File: src/rtl/sz_pkg.sv
`timescale 1ns/1ps
package sz_pkg;

  // Inclusive window test on zero-extended word addresses.
  function automatic logic in_win(input logic [31:0] a,
                                  input logic [31:0] lo,
                                  input logic [31:0] hi);
    return (a >= lo) && (a <= hi);
  endfunction

  // Upper bound of a window that starts at base and spans n words.
  function automatic logic [31:0] win_top(input logic [31:0] base,
                                          input int unsigned n);
    return base + 32'(n) - 32'd1;
  endfunction

endpackage

File: src/rtl/sz_key_bank.sv
`timescale 1ns/1ps
module sz_key_bank #(
  parameter int WORD_W    = 16,
  parameter int KEY_WORDS = 8,
  localparam int IDX_W    = $clog2(KEY_WORDS),
  localparam int KEY_W    = KEY_WORDS * WORD_W
) (
  input  logic              clk,
  input  logic              rst_n,
  input  logic              wr_en,
  input  logic [IDX_W-1:0]  wr_idx,
  input  logic [WORD_W-1:0] wr_data,
  output logic [KEY_W-1:0]  key_flat
);

  for (genvar g = 0; g < KEY_WORDS; g++) begin : g_kw
    logic [WORD_W-1:0] word_q;
    always_ff @(posedge clk or negedge rst_n) begin
      if (!rst_n)
        word_q <= '0;
      else if (wr_en && (wr_idx == IDX_W'(g)))
        word_q <= wr_data;
    end
    assign key_flat[g*WORD_W +: WORD_W] = word_q;
  end

endmodule

File: src/rtl/sz_pw_tracker.sv
`timescale 1ns/1ps
module sz_pw_tracker
  import sz_pkg::*;
#(
  parameter int          ADDR_W    = 22,
  parameter int          WORD_W    = 16,
  parameter int          KEY_WORDS = 8,
  parameter logic [31:0] PW_BASE   = 32'h003F_7FF8,
  localparam int IDX_W = $clog2(KEY_WORDS),
  localparam int KEY_W = KEY_WORDS * WORD_W
) (
  input  logic              clk,
  input  logic              rst_n,
  input  logic              key_wr,
  input  logic              rd_req,
  input  logic [ADDR_W-1:0] rd_addr,
  input  logic [WORD_W-1:0] rd_mem_data,
  output logic              pw_hit,
  output logic              pass_done,
  output logic [KEY_W-1:0]  pw_flat
);

  logic [IDX_W-1:0]     pw_idx;
  logic [KEY_WORDS-1:0] seen;

  assign pw_hit = in_win(32'(rd_addr), PW_BASE, win_top(PW_BASE, KEY_WORDS));
  assign pw_idx = IDX_W'(32'(rd_addr) - PW_BASE);

  // One flag and one shadow word per password location.
  for (genvar g = 0; g < KEY_WORDS; g++) begin : g_pw
    logic [WORD_W-1:0] shadow_q;
    always_ff @(posedge clk or negedge rst_n) begin
      if (!rst_n) begin
        seen[g]  <= 1'b0;
        shadow_q <= '0;
      end else if (key_wr) begin
        seen[g]  <= 1'b0;
      end else if (rd_req && pw_hit && (pw_idx == IDX_W'(g))) begin
        seen[g]  <= 1'b1;
        shadow_q <= rd_mem_data;
      end
    end
    assign pw_flat[g*WORD_W +: WORD_W] = shadow_q;
  end

  assign pass_done = &seen;

  // a key write always discards pass progress.
  a_r7_key_rearm: assert property (@(posedge clk) disable iff (!rst_n)
    key_wr |=> !pass_done);

  // pass completes only after a read of a password word.
  a_r2_done_needs_read: assert property (@(posedge clk) disable iff (!rst_n)
    $rose(pass_done) |-> $past(rd_req && pw_hit));

endmodule

File: src/rtl/sz_lock_eval.sv
`timescale 1ns/1ps
module sz_lock_eval #(
  parameter int WORD_W    = 16,
  parameter int KEY_WORDS = 8,
  localparam int KEY_W    = KEY_WORDS * WORD_W,
  localparam int HALF_W   = KEY_W / 2
) (
  input  logic [KEY_W-1:0] key_flat,
  input  logic [KEY_W-1:0] pw_flat,
  input  logic             pass_done,
  output logic             zone_locked,
  output logic             dbg_locked
);

  logic full_match, low_match, pw_blank, low_blank;

  always_comb begin
    full_match  = (key_flat == pw_flat);
    low_match   = (key_flat[HALF_W-1:0] == pw_flat[HALF_W-1:0]);
    pw_blank    = &pw_flat;
    low_blank   = &pw_flat[HALF_W-1:0];
    zone_locked = !(pass_done && (full_match || pw_blank));
    dbg_locked  = !(pass_done && (low_match || low_blank));
  end

endmodule

File: src/rtl/sz_access_filter.sv
`timescale 1ns/1ps
module sz_access_filter
  import sz_pkg::*;
#(
  parameter int          ADDR_W   = 22,
  parameter int          WORD_W   = 16,
  parameter logic [31:0] FLASH_LO = 32'h003E_8000,
  parameter logic [31:0] FLASH_HI = 32'h003F_7FFF,
  parameter logic [31:0] SRAM_LO  = 32'h0000_8000,
  parameter logic [31:0] SRAM_HI  = 32'h0000_9FFF,
  parameter logic [31:0] FCFG_LO  = 32'h0000_0A80,
  parameter logic [31:0] FCFG_HI  = 32'h0000_0ADF
) (
  input  logic              clk,
  input  logic              rst_n,
  input  logic              rd_req,
  input  logic [ADDR_W-1:0] rd_addr,
  input  logic [ADDR_W-1:0] rd_code_addr,
  input  logic [WORD_W-1:0] rd_mem_data,
  input  logic              zone_locked,
  input  logic              pw_hit,
  output logic [WORD_W-1:0] rd_data_out,
  output logic              rd_viol
);

  logic code_sec, data_sec, blocked;

  always_comb begin
    code_sec = in_win(32'(rd_code_addr), FLASH_LO, FLASH_HI) ||
               in_win(32'(rd_code_addr), SRAM_LO, SRAM_HI);
    data_sec = in_win(32'(rd_addr), FLASH_LO, FLASH_HI) ||
               in_win(32'(rd_addr), SRAM_LO, SRAM_HI) ||
               in_win(32'(rd_addr), FCFG_LO, FCFG_HI);
    blocked  = rd_req && zone_locked && data_sec && !code_sec;
    rd_data_out = blocked ? '0 : rd_mem_data;
  end

  always_ff @(posedge clk or negedge rst_n) begin
    if (!rst_n) rd_viol <= 1'b0;
    else        rd_viol <= blocked && !pw_hit;
  end

  // an open zone never masks data.
  a_r12_open_passes: assert property (@(posedge clk) disable iff (!rst_n)
    (rd_req && !zone_locked) |-> (rd_data_out == rd_mem_data));

  // a violation follows a read made while locked.
  a_r8_viol_cause: assert property (@(posedge clk) disable iff (!rst_n)
    rd_viol |-> $past(rd_req && zone_locked));

  // password reads never raise a violation.
  a_r11_pw_quiet: assert property (@(posedge clk) disable iff (!rst_n)
    (rd_req && pw_hit) |=> !rd_viol);

endmodule

File: src/rtl/seczone_ctrl.sv
`timescale 1ns/1ps
module seczone_ctrl #(
  parameter int          ADDR_W    = 22,
  parameter int          WORD_W    = 16,
  parameter int          KEY_WORDS = 8,
  parameter logic [31:0] PW_BASE   = 32'h003F_7FF8,
  parameter logic [31:0] FLASH_LO  = 32'h003E_8000,
  parameter logic [31:0] FLASH_HI  = 32'h003F_7FFF,
  parameter logic [31:0] SRAM_LO   = 32'h0000_8000,
  parameter logic [31:0] SRAM_HI   = 32'h0000_9FFF,
  parameter logic [31:0] FCFG_LO   = 32'h0000_0A80,
  parameter logic [31:0] FCFG_HI   = 32'h0000_0ADF,
  localparam int IDX_W = $clog2(KEY_WORDS),
  localparam int KEY_W = KEY_WORDS * WORD_W
) (
  input  logic              clk,
  input  logic              rst_n,
  input  logic              key_wr_en,
  input  logic [IDX_W-1:0]  key_wr_idx,
  input  logic [WORD_W-1:0] key_wr_data,
  input  logic              rd_req,
  input  logic [ADDR_W-1:0] rd_addr,
  input  logic [ADDR_W-1:0] rd_code_addr,
  input  logic [WORD_W-1:0] rd_mem_data,
  output logic [WORD_W-1:0] rd_data_out,
  output logic              zone_locked,
  output logic              dbg_locked,
  output logic              rd_viol
);

  logic [KEY_W-1:0] key_flat;
  logic [KEY_W-1:0] pw_flat;
  logic             pass_done;
  logic             pw_hit;

  sz_key_bank #(.WORD_W(WORD_W), .KEY_WORDS(KEY_WORDS)) u_keys (
    .clk(clk), .rst_n(rst_n), .wr_en(key_wr_en), .wr_idx(key_wr_idx),
    .wr_data(key_wr_data), .key_flat(key_flat));

  sz_pw_tracker #(.ADDR_W(ADDR_W), .WORD_W(WORD_W), .KEY_WORDS(KEY_WORDS),
                  .PW_BASE(PW_BASE)) u_track (
    .clk(clk), .rst_n(rst_n), .key_wr(key_wr_en), .rd_req(rd_req),
    .rd_addr(rd_addr), .rd_mem_data(rd_mem_data), .pw_hit(pw_hit),
    .pass_done(pass_done), .pw_flat(pw_flat));

  sz_lock_eval #(.WORD_W(WORD_W), .KEY_WORDS(KEY_WORDS)) u_eval (
    .key_flat(key_flat), .pw_flat(pw_flat), .pass_done(pass_done),
    .zone_locked(zone_locked), .dbg_locked(dbg_locked));

  sz_access_filter #(.ADDR_W(ADDR_W), .WORD_W(WORD_W),
                     .FLASH_LO(FLASH_LO), .FLASH_HI(FLASH_HI),
                     .SRAM_LO(SRAM_LO), .SRAM_HI(SRAM_HI),
                     .FCFG_LO(FCFG_LO), .FCFG_HI(FCFG_HI)) u_filt (
    .clk(clk), .rst_n(rst_n), .rd_req(rd_req), .rd_addr(rd_addr),
    .rd_code_addr(rd_code_addr), .rd_mem_data(rd_mem_data),
    .zone_locked(zone_locked), .pw_hit(pw_hit),
    .rd_data_out(rd_data_out), .rd_viol(rd_viol));

  // no lock is released before the dummy-read pass completes.
  a_r2_zone_needs_pass: assert property (@(posedge clk) disable iff (!rst_n)
    !zone_locked |-> pass_done);
  a_r2_dbg_needs_pass: assert property (@(posedge clk) disable iff (!rst_n)
    !dbg_locked |-> pass_done);

  // an open zone implies debug is free as well.
  a_r3_open_frees_dbg: assert property (@(posedge clk) disable iff (!rst_n)
    !zone_locked |-> !dbg_locked);

endmodule

File: config.mk
export PLATFORM = sky130hd
export DESIGN_NAME = seczone_ctrl
export DESIGN_NICKNAME = d
export VERILOG_FILES = /design/src/rtl/sz_pkg.sv /design/src/rtl/sz_key_bank.sv /design/src/rtl/sz_pw_tracker.sv /design/src/rtl/sz_lock_eval.sv /design/src/rtl/sz_access_filter.sv /design/src/rtl/seczone_ctrl.sv
export SDC_FILE = /design/constraint.sdc
export NUM_CORES = 1
export LEC_CHECK = 0
export BUFFER_PORTS_ARGS = -buffer_cell sky130_fd_sc_hd__buf_2
export CAP_MARGIN = 20
export CORE_MARGIN = 2
export CORE_UTILIZATION = 45
export CTS_CLUSTER_SIZE = 16
export DETAILED_ROUTE_END_ITERATION = 10
export PLACE_DENSITY = 0.76
export RECOVER_POWER = 100
export REMOVE_ABC_BUFFERS = 1
export SYNTH_ARGS = -nofsm -noshare
export SYNTH_HDL_FRONTEND = slang
export SYNTH_HIERARCHICAL = 1
export SYNTH_SLANG_ARGS = --single-unit
File: constraint.sdc
create_clock -name clk -period 1.9 [get_ports clk]
set_input_delay 0.19 -clock clk [delete_from_list [all_inputs] [get_ports clk]]
set_output_delay 0.19 -clock clk [all_outputs]
set_load 0.01 [all_outputs]
# After elaboration in Yosys (flattened, before gate mapping)
# Index checks and enable logic that the tools add are counted.
totals:
  register_bits: 265
  output_inout_bits: 19
classes:
  n_addsub: 1
  magnitude_cmp: 11
  n_eq_ne: 16
  n_mux: 17
  n_bitwise: 1
  n_reduce_logical: 59
ops:
  columns: ["cell", "n"]
  rows:
  - ["$eq 128x128->1", 1]
  - ["$reduce_and 128->1", 1]
  - ["$ge 22x22->1 const B", 3]
  - ["$eq 64x64->1", 1]
  - ["$reduce_and 64->1", 1]
  - ["$ge 22x16->1 const B", 2]
  - ["$le 22x16->1 const B", 2]
  - ["$le 22x22->1 const B", 2]
  - ["$logic_and 1x1->1", 29]
  - ["$eq 3x3->1 const B", 8]
  - ["$ge 22x12->1 const B", 1]
  - ["$le 22x12->1 const B", 1]
  - ["$mux 1", 16]
  - ["$mux 16", 1]
  - ["$reduce_and 2->1", 8]
  - ["$reduce_bool 2->1", 8]
  - ["$eq 3x2->1 const B", 4]
  - ["$reduce_and 8->1", 1]
  - ["$eq 3x1->1 const B", 2]
  - ["$logic_not 3->1", 2]
  - ["$logic_or 1x1->1", 5]
  - ["$logic_not 1->1", 4]
  - ["$sub 3x1->3 const B", 1]
  - ["$not 1->1", 1]

# Depth between registers and ports, before layout
depth:
  ltp_word: 8
  depth_mapped: 10
  mapped_depth_nobuf: 9

# By module
# Netlist, hierarchy kept.
by_module_without_submodules:
  columns: ["module", "instances", "cells_each", "area_each_um2", "seq_area_each_um2"]
  rows:
  - ["sz_pw_tracker", 1, 320, 5337.6, 3403.3]
  - ["sz_key_bank", 1, 279, 4914.7, 3203.1]
  - ["sz_lock_eval", 1, 216, 1675.4, 0.0]
  - ["sz_access_filter", 1, 51, 435.4, 25.0]

# Worst setup path after synthesis
# Ideal clock, no wire load.
synth_timing:
  path_kind: "register -> output"
  from: "reg u_track.g_pw[0].shadow_q[6]"
  to: "out rd_data_out[10]"
  arrival_time_ps: 1828
  path_slack_ps: -118
  path_stages_with_launch: 11
  path_buffers: 1
  cell_sequence: "dfrtp_1 > xnor2_1 > nand4_1 > nor4_1 > nand4_1 > nor2_1 > o21ai_1 > nand2_1 > nor4_4 > buf_6 > a21boi_2"
synth_between:
  elab_chain_len: 8
  word_cells_on_any_way: 9
  cone_classes: "eq/ne: 1; mux: 1; reduce/logical: 7"
synth_lines:
  columns: ["item", "line_no", "text"]
  rows:
  - ["start: declaration", "sz_pw_tracker.sv:31", "logic [WORD_W-1:0] shadow_q;"]
  - ["start signal: assignment", "sz_pw_tracker.sv:40", "shadow_q <= rd_mem_data;"]
  - ["$eq 128x128->1 or $reduce_and 128->1 (tied branches)", "sz_lock_eval.sv:18, sz_lock_eval.sv:20", null]
  - ["$logic_or 1x1->1 (*)", "sz_lock_eval.sv:22", "zone_locked = !(pass_done && (full_match || pw_blank));"]
  - ["$logic_and 1x1->1 (*)", "sz_lock_eval.sv:22", null]
  - ["$logic_not 1->1 (*)", "sz_lock_eval.sv:22", null]
  - ["net zone_locked", "seczone_ctrl.sv:26", "output logic zone_locked,"]
  - ["$logic_and 1x1->1 (*) (3 in a row)", "sz_access_filter.sv:34", "blocked = rd_req && zone_locked && data_sec && !code_sec;"]
  - ["$mux 16 (*)", "sz_access_filter.sv:35", "rd_data_out = blocked ? '0 : rd_mem_data;"]
  - ["end: declaration", "seczone_ctrl.sv:25", "output logic [WORD_W-1:0] rd_data_out,"]
# Mark *: on every way through the listed nets, which the timed path passes. The rest lies on a longest branch.

# Worst setup path in the final report
layout_timing:
  from: "reg u_track.g_pw[7].shadow_q[14]"
  to: "out rd_data_out[12]"
layout_between:
  elab_chain_len: 8
  word_cells_on_any_way: 9
  cone_classes: "eq/ne: 1; mux: 1; reduce/logical: 7"
layout_lines:
  columns: ["item", "line_no"]
  rows:
  - ["start: declaration", "sz_pw_tracker.sv:31"]
  - ["start signal: assignment", "sz_pw_tracker.sv:40"]
  - ["$eq 128x128->1 or $reduce_and 128->1 (tied branches)", "sz_lock_eval.sv:18, sz_lock_eval.sv:20"]
  - ["$logic_or 1x1->1 (*)", "sz_lock_eval.sv:22"]
  - ["$logic_and 1x1->1 (*)", "sz_lock_eval.sv:22"]
  - ["$logic_not 1->1 (*)", "sz_lock_eval.sv:22"]
  - ["$logic_and 1x1->1 (*) (3 in a row)", "sz_access_filter.sv:34"]
  - ["$mux 16 (*)", "sz_access_filter.sv:35"]
# Every way passes the cells marked *; elsewhere a longest branch is shown, timed or not.

==> key figures <==
Run status
  • Status: finished with violations
  • Failing checks: setup timing

Timing
  • Fin Clk Skew: between 0.007 and 0.008 ns
  • Hold Fails Final Rpt: 0
  • Final setup viols: 19
  • Final worst path period need: 2.98 ns
  • Max Clock Freq: around 340 MHz
  • Final period utilization: 157%
  • Worst Setup Slack, final: -1.08 ns
  • Final hold slack: 0.0950 ns
  • Slew margin rel.: just over 9%
  • Slew Limit Fails: 0
  • RSZ-0062 raised after global routing: yes
  • Least-Margin Pin Slew: around 1.4 ns

Placed design
  • Port bufs: 88
  • DP Wirelength: ~24,000 um
  • Dpl ws: -0.768 ns
  • GPL Wtd Cong: around 0.9
  • Placed cell areas: between 10,000 and 15,000 um^2

Die
  • Ports: between 100 and 150
  • Die Span Y: 170 um
  • Die Footprint: 28,800 um^2
  • Starting Density: roughly 46%
  • Row Count: 60
  • Core area: between 20,000 and 30,000 um^2
  • Die Wd: 170 um

Drt
  • Via count: 8,272
  • DR WL/cell: 24.4 um
  • Pre-Repair DR Iteration Count: 5
  • Starting DRT DRC Count: ~570
  • Vias per cell: roughly 5.7
  • WL final: between 30,000 and 40,000 um
  • Routed Antenna Nets: 0
  • DRC: 0

Min path
  • Hold_sp: key_wr_data[7]
  • Hold crit path type: primary input to register

Finish
  • Ant diodes: 0
  • Layout cells sized above 1: 49.1%
  • Fin nets: between 1,000 and 1,500
  • Fill cell count: ~2,100
  • Synth-to-Final Area Change: 20.9%
  • Final instance area: about 15,000 um^2

Yosys
  • Synth top area share: about 54%
  • Yosys warning total: 6
  • Sequential share of the synthesized area: 53.6%
  • Post-Syn Area: ~12,000 um^2
  • Syn avg cell area: about 14 um^2
  • Count of cell types in the netlist: 49
  • Synth Register Bits: about 270
  • Synth area leader: dfrtp_1
  • Largest cells by area after synthesis: dfrtp_1, mux2_2, xnor2_1
  • Syn Inst Count: 866

Pwr
  • Pwr Density: around 950 nW/um^2
  • Leakage: roughly 7 nW
  • Worst IR drop on VDD: 0.765 mV
  • Clock power frac: approximately two fifths
  • Switching share of total power: about 25%
  • Seq pwr share: 47.3%
  • Tot Pwr: 14.2 mW
  • Comb pwr share: 14.4%
  • Internal cell power: 10.6 mW
  • NetSw: around 3.6 mW

Setup path
  • CP Data Arrival Time: between 2 and 3 ns
  • CP max-delay cell: dfrtp_1
  • Worst setup startpoint: u_track/g_pw[7].shadow_q[14]
  • Ordered cell list for the critical path: xnor2_1 -> nand4_1 -> nor4_2 -> nand4_1 -> nor2_1 -> o21ai_2 -> nand2_2 -> nor4_4 -> buf_6 -> buf_6 -> a21boi_2 -> buf_2
  • Startpoint Class: register
  • Worst r2r src: u_track/g_pw[7].shadow_q[14]
  • Max Fanout on Critical Path: 6
  • Max incr delay on CP: approximately 0.39 ns
  • CP Data Required Time: approximately 1.7 ns
  • Nature of the critical path endpoint: output pin
  • Crit path kind: register to output pin

Clocking
  • Skew-Pair Late Insertion Delay: about 0.53 ns
  • H-tree Lvls: 1
  • Clock root cell: clkbuf_16
  • CTS Sinks: between 200 and 300
  • CTS tree: done
  • CTS Buf Count: 26
  • Clock transition at path regs: 0.06 ns
  • Longest Clk Path Bufs: 3

Global routing
  • Largest net degree at the start of global routing: 64
  • Vias in the first global route: 8,984
  • GR Overflow Total: 0
  • First-pass GRT wire length: around 53,000 um
  • Initial antenna violation count: 2
  • Tot GR Track Use: between 20% and 30%

Flow run
  • MaxCap Viol Count: 0
==> flip-flops by register name, summed over array words and instances (netlist names) <==
register               flops
u_filt/rd_viol             1
u_keys/g_kw.word_q       128
u_track/g_pw.shadow_q    128
u_track/seen               8
==> power by group through the flow <==
stage                     sequential [mW]  combinational [mW]  clock, mW
after floorplan                      6.66                1.22          0
after global placement               6.74                1.94          0
after detailed placement             6.78                1.99          0
after CTS                            6.70                2.05       5.49
after global routing                 6.77                2.17       5.72
final                                6.70                2.04       5.43
==> layout make-up <==
cell class                 count  area [um^2]  share of cell area, %
clock buffer                  40          785                   5.25
tap                          341          427                   2.85
inverter                      10         37.5                  0.251
sequential                   265         6630                   44.3
timing repair buffer         216         1380                   9.21
clock inverter                 7          114                  0.761
multi-input combinational    565         5580                   37.3
==> critical path, delay by kind of cell (launching register included) <==
kind	cells	cell delay (ns)
buffers and inverters	3	0.40
AO/OA/AOI/OAI	2	0.19
flip-flops	1	0.39
XOR/XNOR	1	0.29
AND/OR/NAND/NOR	6	0.98
==> layout by cell type (no fill, tap or decap), types with 7 or more instances in the layout <==
master	n
xnor2_2	16
nand4_1	73
xnor2_1	112
nand2_2	7
mux2_2	227
mux2_1	17
o21ai_0	9
clkbuf_16	27
buf_2	82
mux2_4	12
a21boi_2	10
dfrtp_1	265
inv_1	10
nor4_1	13
clkbuf_4	9
buf_4	97
clkbuf_1	16
clkbuf_2	12
==> repair_timing <==
| action | CTS | global route |
|---|---|---|
| pin swaps | 23 | 15 |
| setup buffers | 3 | 3 |
| gates resized for setup | 27 | 13 |
| hold buffers | 1 | 0 |
| cloned | 1 | 0 |
| endpoints found under the setup margin | 19 | 19 |
| endpoints found under the hold margin | 56 | 0 |
==> final timing paths <==
path                                                  to  slack (ns)  depth (start not counted)
worst max-delay path                     rd_data_out[12]       -1.08                         12
worst min-delay path            u_keys/g_kw[6].word_q[7]        0.09                          2
worst max register to register            u_filt/rd_viol       -0.35                         10
worst min register to register  u_keys/g_kw[7].word_q[2]        0.53                          1
max in group asynchronous       u_keys/g_kw[7].word_q[8]        0.29                          3
min in group asynchronous       u_keys/g_kw[3].word_q[4]        0.35                          2
==> layer usage <==
metal | wire (um) | part of all wire, % | vias to the layer above | track usage (%)
met1 | 14400 | 41 | 4307 | 31.6
met3 | 2000 | 5.7 | 81 | 5.01
li1 | - | - | 3627 | -
met2 | 17400 | 49 | 257 | 42.2
met4 | 1450 | 4.1 | 0 | 9.48
met5 | 0 | 0 | - | 0
==> cells by family after synthesis <==
logic type | Yosys count | share of synthesized area, %
buf+inv | 36 | 2.09
simple gates | 146 | 8.70
mux | 256 | 24.2
compound gates | 35 | 2.30
xor+xnor | 128 | 9.07
flops | 265 | 53.6
==> cell usage after synthesis, drive strengths merged <==
library cell  count
and3b             1
and3              1
nand2            11
nor3              6
xnor2           128
nor4bb            3
inv              10
dfrtp           265
buf              25
nor2              6
a21oi             1
clkbuf            1
nor4             23
nand4b            6
a41o              2
nand3             4
nand4            74
a311oi            1
or4               2
and4b             2
nor3b             1
o32a              1
nor4b             1
a21bo             1
a21boi           16
mux2            256
or4b              2
a211oi            2
nand2b            1
nand4bb           2
a21o              1
o21ai            10
==> metrics by stage <==
step           cells  util [%]  TNS [ns]
3_3_place_gp    1390      52.7    -12.47
5_1_grt         1444      55.5    -23.85
2_1_floorplan    840         -    -31.03
3_5_place_dp    1390      52.7    -12.45
4_1_cts         1441      56.7    -18.68
6_report        1444      55.5    -18.11
(Power assumes the default switching activity.)
